--- src/rtl/pump_seq_pkg.sv ---
package pump_seq_pkg;

  // Bit positions inside a six-switch bus (switch number minus one)
  localparam int unsigned SW_CHG_LO = 0;
  localparam int unsigned SW_POS_LO = 2;
  localparam int unsigned SW_NEG_LO = 4;

  typedef logic [5:0] sw6_t;

  typedef struct packed {
    sw6_t b;
    sw6_t a;
  } sw_pair_t;

  function automatic sw6_t pair_mask(input int unsigned lo);
    sw6_t m;
    m = '0;
    m[lo]     = 1'b1;
    m[lo + 1] = 1'b1;
    return m;
  endfunction

  // Phase index bit 0: charge (0) / pump (1); bit 1 selects which
  // capacitor feeds the positive rail while pumping.
  function automatic sw_pair_t phase_switches(input logic [1:0] ph, input logic on);
    sw_pair_t r;
    r = '0;
    if (on) begin
      if (!ph[0]) begin
        r.a = pair_mask(SW_CHG_LO);
        r.b = pair_mask(SW_CHG_LO);
      end else if (!ph[1]) begin
        r.a = pair_mask(SW_POS_LO);
        r.b = pair_mask(SW_NEG_LO);
      end else begin
        r.a = pair_mask(SW_NEG_LO);
        r.b = pair_mask(SW_POS_LO);
      end
    end
    return r;
  endfunction

endpackage

--- src/rtl/pump_rst_sync.sv ---
module pump_rst_sync #(
  parameter int unsigned STAGES = 2
) (
  input  logic clk,
  input  logic rst_n,
  output logic rst_sync_n
);

  logic [STAGES-1:0] chain_q;

  always_ff @(posedge clk or negedge rst_n) begin
    if (!rst_n) begin
      chain_q <= '0;
    end else begin
      chain_q <= {chain_q[STAGES-2:0], 1'b1};
    end
  end

  assign rst_sync_n = chain_q[STAGES-1];

endmodule

--- src/rtl/pump_phase_timer.sv ---
module pump_phase_timer #(
  parameter int unsigned PHASE_CYCLES = 8,
  parameter int unsigned DT_W         = 4
) (
  input  logic            clk,
  input  logic            rst_n,
  input  logic            en,
  input  logic [DT_W-1:0] dead_cyc,
  output logic [1:0]      phase,
  output logic            active
);

  localparam int unsigned CNT_W = (PHASE_CYCLES > 2) ? $clog2(PHASE_CYCLES) : 1;
  localparam int unsigned CMP_W = ((DT_W > CNT_W) ? DT_W : CNT_W) + 1;
  localparam logic [CNT_W-1:0] CNT_LAST = CNT_W'(PHASE_CYCLES - 1);
  localparam logic [CMP_W-1:0] DT_MAX   = CMP_W'(PHASE_CYCLES - 1);

  logic             run_q, run_d;
  logic [1:0]       ph_q, ph_d;
  logic [CNT_W-1:0] cnt_q, cnt_d;
  logic [CNT_W-1:0] dt_q;
  logic [CNT_W-1:0] dt_eff;
  logic [CMP_W-1:0] dead_ext;
  logic             dt_load;

  // Clamp the requested window into 1 .. PHASE_CYCLES-1
  always_comb begin
    dead_ext = CMP_W'(dead_cyc);
    if (dead_ext == '0) begin
      dt_eff = CNT_W'(1);
    end else if (dead_ext > DT_MAX) begin
      dt_eff = CNT_W'(DT_MAX);
    end else begin
      dt_eff = CNT_W'(dead_ext);
    end
  end

  always_comb begin
    run_d   = run_q;
    ph_d    = ph_q;
    cnt_d   = cnt_q;
    dt_load = 1'b0;
    if (!en) begin
      run_d = 1'b0;
      ph_d  = 2'd0;
      cnt_d = '0;
    end else if (!run_q) begin
      run_d   = 1'b1;
      ph_d    = 2'd0;
      cnt_d   = '0;
      dt_load = 1'b1;
    end else if (cnt_q == CNT_LAST) begin
      ph_d    = 2'(ph_q + 2'd1);
      cnt_d   = '0;
      dt_load = 1'b1;
    end else begin
      cnt_d = cnt_q + 1'b1;
    end
  end

  always_ff @(posedge clk or negedge rst_n) begin
    if (!rst_n) begin
      run_q <= 1'b0;
      ph_q  <= 2'd0;
      cnt_q <= '0;
      dt_q  <= CNT_W'(1);
    end else begin
      run_q <= run_d;
      ph_q  <= ph_d;
      cnt_q <= cnt_d;
      if (dt_load) begin
        dt_q <= dt_eff;
      end
    end
  end

  assign phase  = ph_q;
  assign active = run_q && (cnt_q >= dt_q);

  // phase only moves forward by one step while running
  p_phase_step_r3: assert property (@(posedge clk) disable iff (!rst_n)
    (run_q && $past(run_q) && (ph_q != $past(ph_q))) |-> (ph_q == 2'($past(ph_q) + 2'd1)));

  // a fresh start always lands on phase 0, count 0
  p_restart_r2: assert property (@(posedge clk) disable iff (!rst_n)
    (run_q && !$past(run_q)) |-> (ph_q == 2'd0 && cnt_q == '0));

  // the first cycle of any phase is never active
  p_dead_min_r8: assert property (@(posedge clk) disable iff (!rst_n)
    (cnt_q == '0) |-> !active);

endmodule

--- src/rtl/pump_switch_map.sv ---
module pump_switch_map
  import pump_seq_pkg::*;
(
  input  logic       clk,
  input  logic       rst_n,
  input  logic [1:0] phase,
  input  logic       active,
  output logic [5:0] sw_a,
  output logic [5:0] sw_b,
  output logic [1:0] phase_o,
  output logic       valid_o
);

  sw_pair_t sw_d, sw_q;
  logic [1:0] ph_q;
  logic       v_q;

  always_comb begin
    sw_d = phase_switches(phase, active);
  end

  always_ff @(posedge clk or negedge rst_n) begin
    if (!rst_n) begin
      sw_q <= '0;
      ph_q <= 2'd0;
      v_q  <= 1'b0;
    end else begin
      sw_q <= sw_d;
      ph_q <= phase;
      v_q  <= active;
    end
  end

  assign sw_a    = sw_q.a;
  assign sw_b    = sw_q.b;
  assign phase_o = ph_q;
  assign valid_o = v_q;

  // one pair at most per capacitor, pair halves move together
  p_one_pair_a_r10: assert property (@(posedge clk) disable iff (!rst_n)
    $onehot0({sw_a[5] | sw_a[4], sw_a[3] | sw_a[2], sw_a[1] | sw_a[0]}) &&
    (sw_a[0] == sw_a[1]) && (sw_a[2] == sw_a[3]) && (sw_a[4] == sw_a[5]));

  p_one_pair_b_r10: assert property (@(posedge clk) disable iff (!rst_n)
    $onehot0({sw_b[5] | sw_b[4], sw_b[3] | sw_b[2], sw_b[1] | sw_b[0]}) &&
    (sw_b[0] == sw_b[1]) && (sw_b[2] == sw_b[3]) && (sw_b[4] == sw_b[5]));

  // nothing conducts outside a valid window, and valid means two pairs on
  p_valid_gate_r7: assert property (@(posedge clk) disable iff (!rst_n)
    valid_o ? ($countones({sw_b, sw_a}) == 4) : ({sw_b, sw_a} == 12'd0));

endmodule

--- src/rtl/pump_phase_seq.sv ---
module pump_phase_seq #(
  parameter int unsigned PHASE_CYCLES = 8,
  parameter int unsigned DT_W         = 4
) (
  input  logic            clk,
  input  logic            rst_n,
  input  logic            en,
  input  logic [DT_W-1:0] dead_cyc,
  output logic [5:0]      sw_a,
  output logic [5:0]      sw_b,
  output logic [1:0]      phase_idx,
  output logic            phase_valid
);

  logic       rst_s_n;
  logic [1:0] ph_int;
  logic       act_int;

  pump_rst_sync #(.STAGES(2)) u_rst (
    .clk        (clk),
    .rst_n      (rst_n),
    .rst_sync_n (rst_s_n)
  );

  pump_phase_timer #(
    .PHASE_CYCLES (PHASE_CYCLES),
    .DT_W         (DT_W)
  ) u_timer (
    .clk      (clk),
    .rst_n    (rst_s_n),
    .en       (en),
    .dead_cyc (dead_cyc),
    .phase    (ph_int),
    .active   (act_int)
  );

  pump_switch_map u_map (
    .clk     (clk),
    .rst_n   (rst_s_n),
    .phase   (ph_int),
    .active  (act_int),
    .sw_a    (sw_a),
    .sw_b    (sw_b),
    .phase_o (phase_idx),
    .valid_o (phase_valid)
  );

  // any change of phase index at the ports falls inside a dead window
  p_gap_r7: assert property (@(posedge clk) disable iff (!rst_s_n)
    (phase_idx != $past(phase_idx)) |-> !phase_valid);

  // two edges after en is seen low, everything is off
  p_off_r2: assert property (@(posedge clk) disable iff (!rst_s_n)
    !$past(en, 2) |-> ({sw_b, sw_a} == 12'd0 && phase_idx == 2'd0 && !phase_valid));

endmodule

--- config.mk ---
export PLATFORM = sky130hd
export DESIGN_NAME = pump_phase_seq
export DESIGN_NICKNAME = d
export VERILOG_FILES = /design/src/rtl/pump_seq_pkg.sv /design/src/rtl/pump_rst_sync.sv /design/src/rtl/pump_phase_timer.sv /design/src/rtl/pump_switch_map.sv /design/src/rtl/pump_phase_seq.sv
export SDC_FILE = /design/constraint.sdc
export NUM_CORES = 1
export LEC_CHECK = 0
export BUFFER_PORTS_ARGS = -buffer_cell sky130_fd_sc_hd__buf_2
export CAP_MARGIN = 40
export CORE_UTILIZATION = 30
export DETAILED_ROUTE_END_ITERATION = 7
export RECOVER_POWER = 100
export SLEW_MARGIN = 20
export SYNTH_ARGS = -nofsm -noshare
export SYNTH_HDL_FRONTEND = slang
export SYNTH_SLANG_ARGS = --single-unit
--- constraint.sdc ---
create_clock -name clk -period 0.8 [get_ports clk]
set_clock_uncertainty 0.15 [all_clocks]
set_input_delay 0.04 -clock clk [delete_from_list [all_inputs] [get_ports clk]]
set_output_delay 0.04 -clock clk [all_outputs]
set_load 0.1 [all_outputs]
==> results of run 1 <==
[cell usage in the layout (no fill, tap or decap), drive strengths merged, types with 2 or more instances in the layout]
cell type	netlist	final
clkbuf	0	6
ha	7	7
inv	5	5
dfrtp	16	16
nor3	2	2
buf	9	31
mux2i	2	2
nor2	8	8
nand2	3	3
o21ai	2	2
dlygate4sd3	0	2
[worst register-to-register path, delay by kind of cell, from the launching register on]
family | cells | cell delay, ps
AO/OA/AOI/OAI | 1 | 150
buffers and inverters | 1 | 130
multiplexers | 1 | 200
flip-flops | 1 | 410
adder cells (fa/ha/maj) | 2 | 380
[Yosys cell counts, drive strengths merged]
cell | instances | area, um2
dfrtp | 16 | 400
buf | 9 | 67.6
nor2 | 8 | 30.0
ha | 7 | 87.6
inv | 5 | 18.8
nand2 | 3 | 11.3
mux2i | 2 | 20.0
nor3 | 2 | 10.0
o21ai | 2 | 21.3
a211oi | 1 | 7.51
a21o | 1 | 7.51
a31oi | 1 | 6.26
and3 | 1 | 7.51
conb | 1 | 3.75
dfstp | 1 | 26.3
mux2 | 1 | 15.0
nand2b | 1 | 6.26
nor3b | 1 | 7.51
xnor2 | 1 | 8.76
[metrics by stage]
stage / power, W / setup TNS, ps / instance area (um2) / hold slack, ps
2_1_floorplan: 0.00116 / -7980 / 965 / -406
3_3_place_gp: 0.00126 / -7590 / 1240 / -325
6_report: 0.00171 / -13040 / 1330 / -127
3_5_place_dp: 0.00127 / -8110 / 1240 / -324
5_1_grt: 0.00179 / -13980 / 1330 / -105
4_1_cts: 0.00174 / -13220 / 1340 / -138
[worst paths after layout]
kind                                                    end  slack, ps                       start  cells past startpoint
worst min-delay path            u_timer.dt_q[1]$_DFFE_PN0P_       -130                 dead_cyc[1]                      3
worst min register to register   u_map.phase_o[0]$_DFF_PN0_         90  u_rst.chain_q[1]$_DFF_PN0_                      1
worst max register to register  u_timer.dt_q[2]$_DFFE_PN0P_       -680  u_timer.cnt_q[0]$_DFF_PN0_                      5
min in group asynchronous        u_rst.chain_q[1]$_DFF_PN0_       -100                       rst_n                      2
worst max-delay path            u_timer.dt_q[2]$_DFFE_PN0P_       -680  u_timer.cnt_q[0]$_DFF_PN0_                      5
max in group asynchronous       u_timer.dt_q[0]$_DFFE_PN1P_         90  u_rst.chain_q[1]$_DFF_PN0_                      1
[timing repair]
item / in CTS / in global routing
hold endpoints to repair: 9 / 5
pin swaps: 4 / 2
buffers inserted: 2 / 0
endpoints found under the setup margin: 27 / 29
resized for setup: 11 / 2
[layout make-up]
class / count / area [um2] / area share
multi-input cells: 33 / 355 / 0.267
repair buffers: 35 / 444 / 0.334
flip-flops and latches: 17 / 449 / 0.337
clock buffers: 4 / 26.3 / 0.0197
well taps: 28 / 35.0 / 0.0263
inverters: 5 / 21.3 / 0.0160
[layer usage]
layer	track usage	vias to the layer above	wire length, um
met5	0	-	0
met1	0.145	257	591
met3	0.0174	2	40
met4	0.0789	0	18
met2	0.200	13	739
li1	-	263	-
[cells by family after synthesis]
kind of cell / Yosys count / synth area share
mux: 3 / 0.0459
simple gates: 16 / 0.0951
other cells: 1 / 0.00491
buf+inv: 14 / 0.113
xor+xnor: 1 / 0.0115
flops: 17 / 0.559
fa+ha+maj: 7 / 0.115
compound gates: 5 / 0.0557
[report_power, final]
group | switching (W) | total (W) | internal, W | leakage (nW)
clock network | 0.000246 | 0.000440 | 0.000194 | 0.0150
registers | 0.0000251 | 0.000925 | 0.000899 | 0.206
logic | 0.000179 | 0.000343 | 0.000164 | 0.378
[sequential cells by signal, indices dropped and copies added (netlist names)]
name and count:
u_map.sw_b 3, u_timer.dt_q 3, u_map.phase_o 2, u_map.valid_o 1, u_timer.phase 2, u_timer.run_q 1
u_timer.cnt_q 3, u_rst.chain_q 2
==> impl_metrics.tcl, run 1 <==
set metrics [dict create \
    violations "negative hold slack, negative setup slack" \
    critical_path_required_ps 850 \
    antenna_cells 0 \
    placed_cells 114 \
    setup_viol 27 \
    maxSlewViolCount 0 \
    syn_inst 64 \
    synth-seq-cells 17 \
    fillers 186 \
    syn_nets 78 \
    p_leak_nw 0.600 \
    path_class "reg2reg" \
    die_y_um 52.4 \
    first_global_vias 530 \
    arrival_ps 1540 \
    dp_hpwl_um 1030 \
    drive_gt1_frac 0.649 \
    finalHoldViolCount 5 \
    status "finished with violations" \
    netlist_area_um2 763 \
    cts_root_buffer "clkbuf_4" \
    finalWorstSetupSlack_ps -685 \
    crit_path_top_delay_cell "dfrtp_1" \
    antenna_found_initial 0 \
    syn_area_per_cell_um2 11.9 \
    path_cells "ha_2, ha_4, o21ai_4, buf_6, mux2i_2" \
    whs_ps -127 \
    drt-vias-per-instance 4.39 \
    fin_nets 109 \
    dieArea_um2 2750 \
    crit_path_end_kind "flop" \
    startpoint_type "flop" \
    post-place-ws_ps -686 \
    drc 0 \
    ant_nets 0 \
    p_per_area_nw_per_um2 1280 \
    timing.final.crit_share 1.86 \
    min_path_type "in2reg" \
    dr.pass1.iters 4 \
    initial_core_util 0.332 \
    row_count 17 \
    vias 535 \
    grt_pass1_wl_um 2320 \
    drt-initial-drc-count 4 \
    drv_cap 0 \
    dieWidth_um 52.4 \
    clockBufferDepth 2 \
    clock-sinks 17 \
    wl_per_cell_um 11.4 \
    cts_tree "yes" \
    synthToLayoutAreaGrowth_pct 74.4 \
    fmax_ghz 0.673 \
    cp_max_fo 2 \
    max_stage_delay_ps 410 \
    fin_crit_ps 1480 \
    core-area_um2 2300 \
    routed_wirelength_um 1390 \
    worst-path-buf-inv 1 \
    irDropWorstVdd_mv 1.04 \
    critPathTopFamily "flip-flops" \
    utilization 0.580 \
    gp_congestion 0.739 \
    overflow 0 \
    yosysUniqueCellTypes 21 \
    grt.total_usage 0.121 \
    insertion_delay_ps 280 \
    io_pins 22 \
    cts_buffers 3 \
    synth_seq_area_share 0.559 \
    grt_max_degree 16 \
    clk_pin_slew_ps 90 \
    port_buffers 21 \
    final_cells 122 \
    yosysWarnings 0 \
    h-tree-depth 1 \
    hold_buffers 2 \
    rsz0062_at_grt "yes" \
]
Note: power is estimated with default switching activity, not from simulation.
==> inputs of run 2 (changes only) <==
Settings changed: CORE_UTILIZATION 30 to 40.
==> impl_metrics.tcl, run 2 (synthesis gave the netlist of run 1 again) <==
set metrics [dict create \
    status "finished with violations" \
    violations "negative hold slack, negative setup slack" \
    hold_buffers 2 \
    overflow 0 \
    p_per_area_nw_per_um2 1270 \
    rsz0062_at_grt "yes" \
    clk_pin_slew_ps 90 \
    insertion_delay_ps 280 \
    path_class "reg2reg" \
    timing.final.crit_share 1.84 \
    placedInstanceArea_um2 1250 \
    clockBufferDepth 2 \
    p_leak_nw 0.618 \
    h-tree-depth 1 \
    drt-initial-drc-count 9 \
    fmax_ghz 0.679 \
    grt_max_degree 16 \
    max_stage_delay_ps 410 \
    drv_cap 0 \
    cts_buffers 3 \
    antenna_found_initial 0 \
    whs_path_depth 3 \
    placed_cells 113 \
    ff2ff_path_depth 5 \
    die_y_um 45.7 \
    antenna_cells 0 \
    whs_ps -127 \
    fin_crit_ps 1470 \
    finalWorstSetupSlack_ps -673 \
    utilization 0.762 \
    grt_pass1_wl_um 2180 \
    dieWidth_um 45.7 \
    initial_core_util 0.433 \
    routed_wirelength_um 1340 \
    drc 0 \
    irDropWorstVdd_mv 1.38 \
    vias 540 \
    dp_hpwl_um 1080 \
    startpoint_type "flop" \
    final_cell_mix "15 x buf_12, 10 x buf_4, 10 x dfrtp_1" \
    min_path_type "in2reg" \
    crit_path_top_delay_cell "dfrtp_1" \
    io_pins 22 \
    clock-sinks 17 \
    cts_root_buffer "clkbuf_4" \
    grt.total_usage 0.156 \
    port_buffers 21 \
    r2r_slack_ps -670 \
    maxSlewViolCount 0 \
    final_common_cell "buf_12" \
    finalHoldViolCount 5 \
    fin_nets 111 \
    ant_nets 0 \
    tns_ps -12960 \
    gp_congestion 0.769 \
    arrival_ps 1530 \
    path_cells "ha_2, ha_4, o21ai_4, buf_6, mux2i_1" \
    cts_tree "yes" \
    dr.pass1.iters 4 \
    critical_path_required_ps 860 \
    final_cells 121 \
    crit_path_end_kind "flop" \
    synthToLayoutAreaGrowth_pct 76.1 \
    first_global_vias 529 \
    core-area_um2 1760 \
    fin_area_um2 1340 \
    drt-vias-per-instance 4.46 \
    wl_per_cell_um 11.1 \
    drive_gt1_frac 0.656 \
    dieArea_um2 2090 \
    setup_viol 27 \
    cp_max_fo 3 \
    row_count 15 \
]
==> run 2: changes by cell type in the layout (fill, tap and decap cells not counted), sizes merged <==
cell    before  now
clkinv       0    1
buf         31   33
clkbuf       6    5
==> run 2: layer usage <==
layer | vias up | track usage | routed length [um]
met2 | 16 | 0.249 | 702
li1 | 265 | - | -
met4 | 0 | 0.0909 | 12
met5 | - | 0 | 0
met3 | 2 | 0.0397 | 58
met1 | 257 | 0.190 | 566
==> run 2: report_power, final <==
part / total (W) / internal [W] / switching [W]
logic: 0.000350 / 0.000171 / 0.000179
registers: 0.000925 / 0.000899 / 0.0000252
clock network: 0.000438 / 0.000185 / 0.000253
==> run 2: worst max-delay path, delay by kind of cell (launching register included) <==
family	cells	cell delay, ps
adders and majority gates	2	370
muxes	1	180
buffers and inverters	1	130
DFF	1	410
AOI/OAI and AO/OA	1	150
==> run 2: worst paths after layout <==
check                                      startpoint                     endpoint
max                        u_timer.cnt_q[0]$_DFF_PN0_  u_timer.dt_q[2]$_DFFE_PN0P_
min                                       dead_cyc[1]  u_timer.dt_q[1]$_DFFE_PN0P_
max reg2reg                u_timer.cnt_q[0]$_DFF_PN0_  u_timer.dt_q[2]$_DFFE_PN0P_
min reg2reg                u_rst.chain_q[1]$_DFF_PN0_   u_map.phase_o[1]$_DFF_PN0_
max in group asynchronous  u_rst.chain_q[1]$_DFF_PN0_  u_timer.dt_q[0]$_DFFE_PN1P_
min in group asynchronous                       rst_n   u_rst.chain_q[0]$_DFF_PN0_
==> run 2: per-stage QoR <==
stage          total power [W]  worst slack (ps)
6_report               0.00171              -673
5_1_grt                0.00180              -728
4_1_cts                0.00175              -671
3_5_place_dp           0.00128              -697
3_3_place_gp           0.00127              -601
2_1_floorplan          0.00116              -656
==> run 2: what timing repair did <==
item | in CTS | in global routing
buffers inserted | 2 | 0
gates cloned | 0 | 0
endpoints found under the hold margin | 8 | 5
setup endpoints to repair | 28 | 29
resized for setup | 11 | 1
pin swaps | 3 | 3
==> run 2: cell type report <==
type / count / area, um2
fillers: 122 / 420
repair buffers: 37 / 463
inverters: 5 / 21.3
clock buffers: 3 / 22.5
flip-flops and latches: 17 / 449
multi-input cells: 33 / 352
well taps: 25 / 31.3
clock inverters: 1 / 5.00
==> inputs of run 3 (changes only) <==
Settings changed: CAP_MARGIN 40 to not set, SKIP_CTS_REPAIR_TIMING set to 1.
==> impl_metrics.tcl, run 3 (synthesis gave the netlist of run 1 again) <==
set metrics [dict create \
    fillers 123 \
    critical_path_required_ps 860 \
    p_per_area_nw_per_um2 1290 \
    finalHoldViolCount 9 \
    arrival_ps 1530 \
    drt-initial-drc-count 8 \
    cp_max_fo 3 \
    comb_power_share 0.199 \
    post-place-ws_ps -697 \
    dieWidth_um 45.7 \
    clockBufferDepth 2 \
    drc 0 \
    p_leak_nw 0.607 \
    dp_hpwl_um 1080 \
    initial_core_util 0.433 \
    timing.final.crit_share 1.84 \
    startpoint_type "flop" \
    io_pins 22 \
    seq_power_share 0.541 \
    cts_buffers 3 \
    clock-sinks 17 \
    fin_crit_ps 1470 \
    row_count 15 \
    cts_root_buffer "clkbuf_4" \
    crit_path_top_delay_cell "dfrtp_1" \
    drive_gt1_frac 0.621 \
    dr.pass1.iters 3 \
    gp_congestion 0.769 \
    fin_nets 110 \
    path_cells "ha_2, ha_4, o21ai_4, buf_6, mux2i_1" \
    vias 527 \
    fmax_ghz 0.680 \
    drv_cap 0 \
    maxSlewViolCount 0 \
    final_common_cell "buf_12" \
    drt-vias-per-instance 4.39 \
    clk_pin_slew_ps 100 \
    dieArea_um2 2090 \
    grt.total_usage 0.149 \
    tns_ps -12910 \
    clock_power_share 0.260 \
    antenna_found_initial 0 \
    r2r_slack_ps -670 \
    core-area_um2 1760 \
    ant_nets 0 \
    routed_wirelength_um 1310 \
    insertion_delay_ps 280 \
    max_stage_delay_ps 420 \
    whs_ps -131 \
    final_cell_mix "15 x buf_12, 10 x dfrtp_1, 9 x buf_4" \
    grt_pass1_wl_um 2100 \
    cts_tree "yes" \
    synthToLayoutAreaGrowth_pct 73.9 \
    rsz0062_at_grt "yes" \
    first_global_vias 522 \
    p_sw_w 0.000458 \
    status "finished with violations" \
    crit_path_end_kind "flop" \
    die_y_um 45.7 \
    cell_internal_pwr_w 0.00125 \
    setup_viol 27 \
    p_sw_frac 0.268 \
    overflow 0 \
    violations "negative hold slack, negative setup slack" \
    wl_per_cell_um 10.9 \
    port_buffers 21 \
    grt_max_degree 16 \
    h-tree-depth 1 \
    antenna_cells 0 \
    irDropWorstVdd_mv 1.36 \
    finalWorstSetupSlack_ps -670 \
    min_path_type "in2reg" \
    path_class "reg2reg" \
]
## run 3: changes by cell type in the layout (fill, tap and decap cells not counted)
cell	before	now
buf_1	0	1
buf_2	5	4
buf_4	10	9
inv_1	2	3
inv_4	1	0
nor3_1	0	1
nor3_2	2	1
## run 3: path summary, 6_finish.rpt
path | startpoint | end | cells past startpoint
setup / recovery | u_timer.cnt_q[0]$_DFF_PN0_ | u_timer.dt_q[2]$_DFFE_PN0P_ | 5
hold / removal | dead_cyc[1] | u_timer.dt_q[1]$_DFFE_PN0P_ | 3
setup reg to reg | u_timer.cnt_q[0]$_DFF_PN0_ | u_timer.dt_q[2]$_DFFE_PN0P_ | 5
hold reg to reg | u_rst.chain_q[1]$_DFF_PN0_ | u_map.sw_b[4]$_DFF_PN0_ | 1
max in group asynchronous | u_rst.chain_q[1]$_DFF_PN0_ | u_timer.dt_q[0]$_DFFE_PN1P_ | 1
min in group asynchronous | rst_n | u_rst.chain_q[0]$_DFF_PN0_ | 2
## run 3: routing by layer
layer,routed length (um),vias up,part of all wire,GRT usage
met4,12,0,0.0091,0.0909
met2,665,14,0.51,0.240
met3,57,2,0.043,0.0397
met1,577,248,0.44,0.177
met5,0,-,0,0
li1,-,263,-,-
## run 3: area by class of cell
cell class                 count  area [um2]  area share
sequential                    17         449       0.338
clock inverter                 1        5.00     0.00377
clock buffer                   3        22.5      0.0170
multi-input combinational     33         347       0.261
tap                           25        31.3      0.0236
inverter                       5        18.8      0.0141
timing repair buffer          36         454       0.342
## run 3: worst max-delay path: cells and delay by family, from the launching register on
family | cells | cell delay, ps
compound gates | 1 | 150
mux | 1 | 180
flops | 1 | 420
fa+ha+maj | 2 | 370
buf+inv | 1 | 120
## run 3: power groups by stage
stage | registers, W | logic, W | clock network [W]
5_1_grt | 0.000928 | 0.000370 | 0.000490
3_5_place_dp | 0.000945 | 0.000338 | 0
2_1_floorplan | 0.000973 | 0.000188 | 0
3_3_place_gp | 0.000941 | 0.000327 | 0
6_report | 0.000924 | 0.000340 | 0.000444
4_1_cts | 0.000927 | 0.000338 | 0.000459
## run 3: per-stage QoR
stage	cell area, um2	total power (W)	util	hold slack (ps)	instances
after floorplan	965	0.00116	-	-406	64
after global placement	1250	0.00127	0.708	-325	113
after detailed placement	1250	0.00128	0.708	-324	113
after CTS	1280	0.00172	0.723	-642	117
after global routing	1330	0.00179	0.752	-103	120
final	1330	0.00171	0.752	-131	120
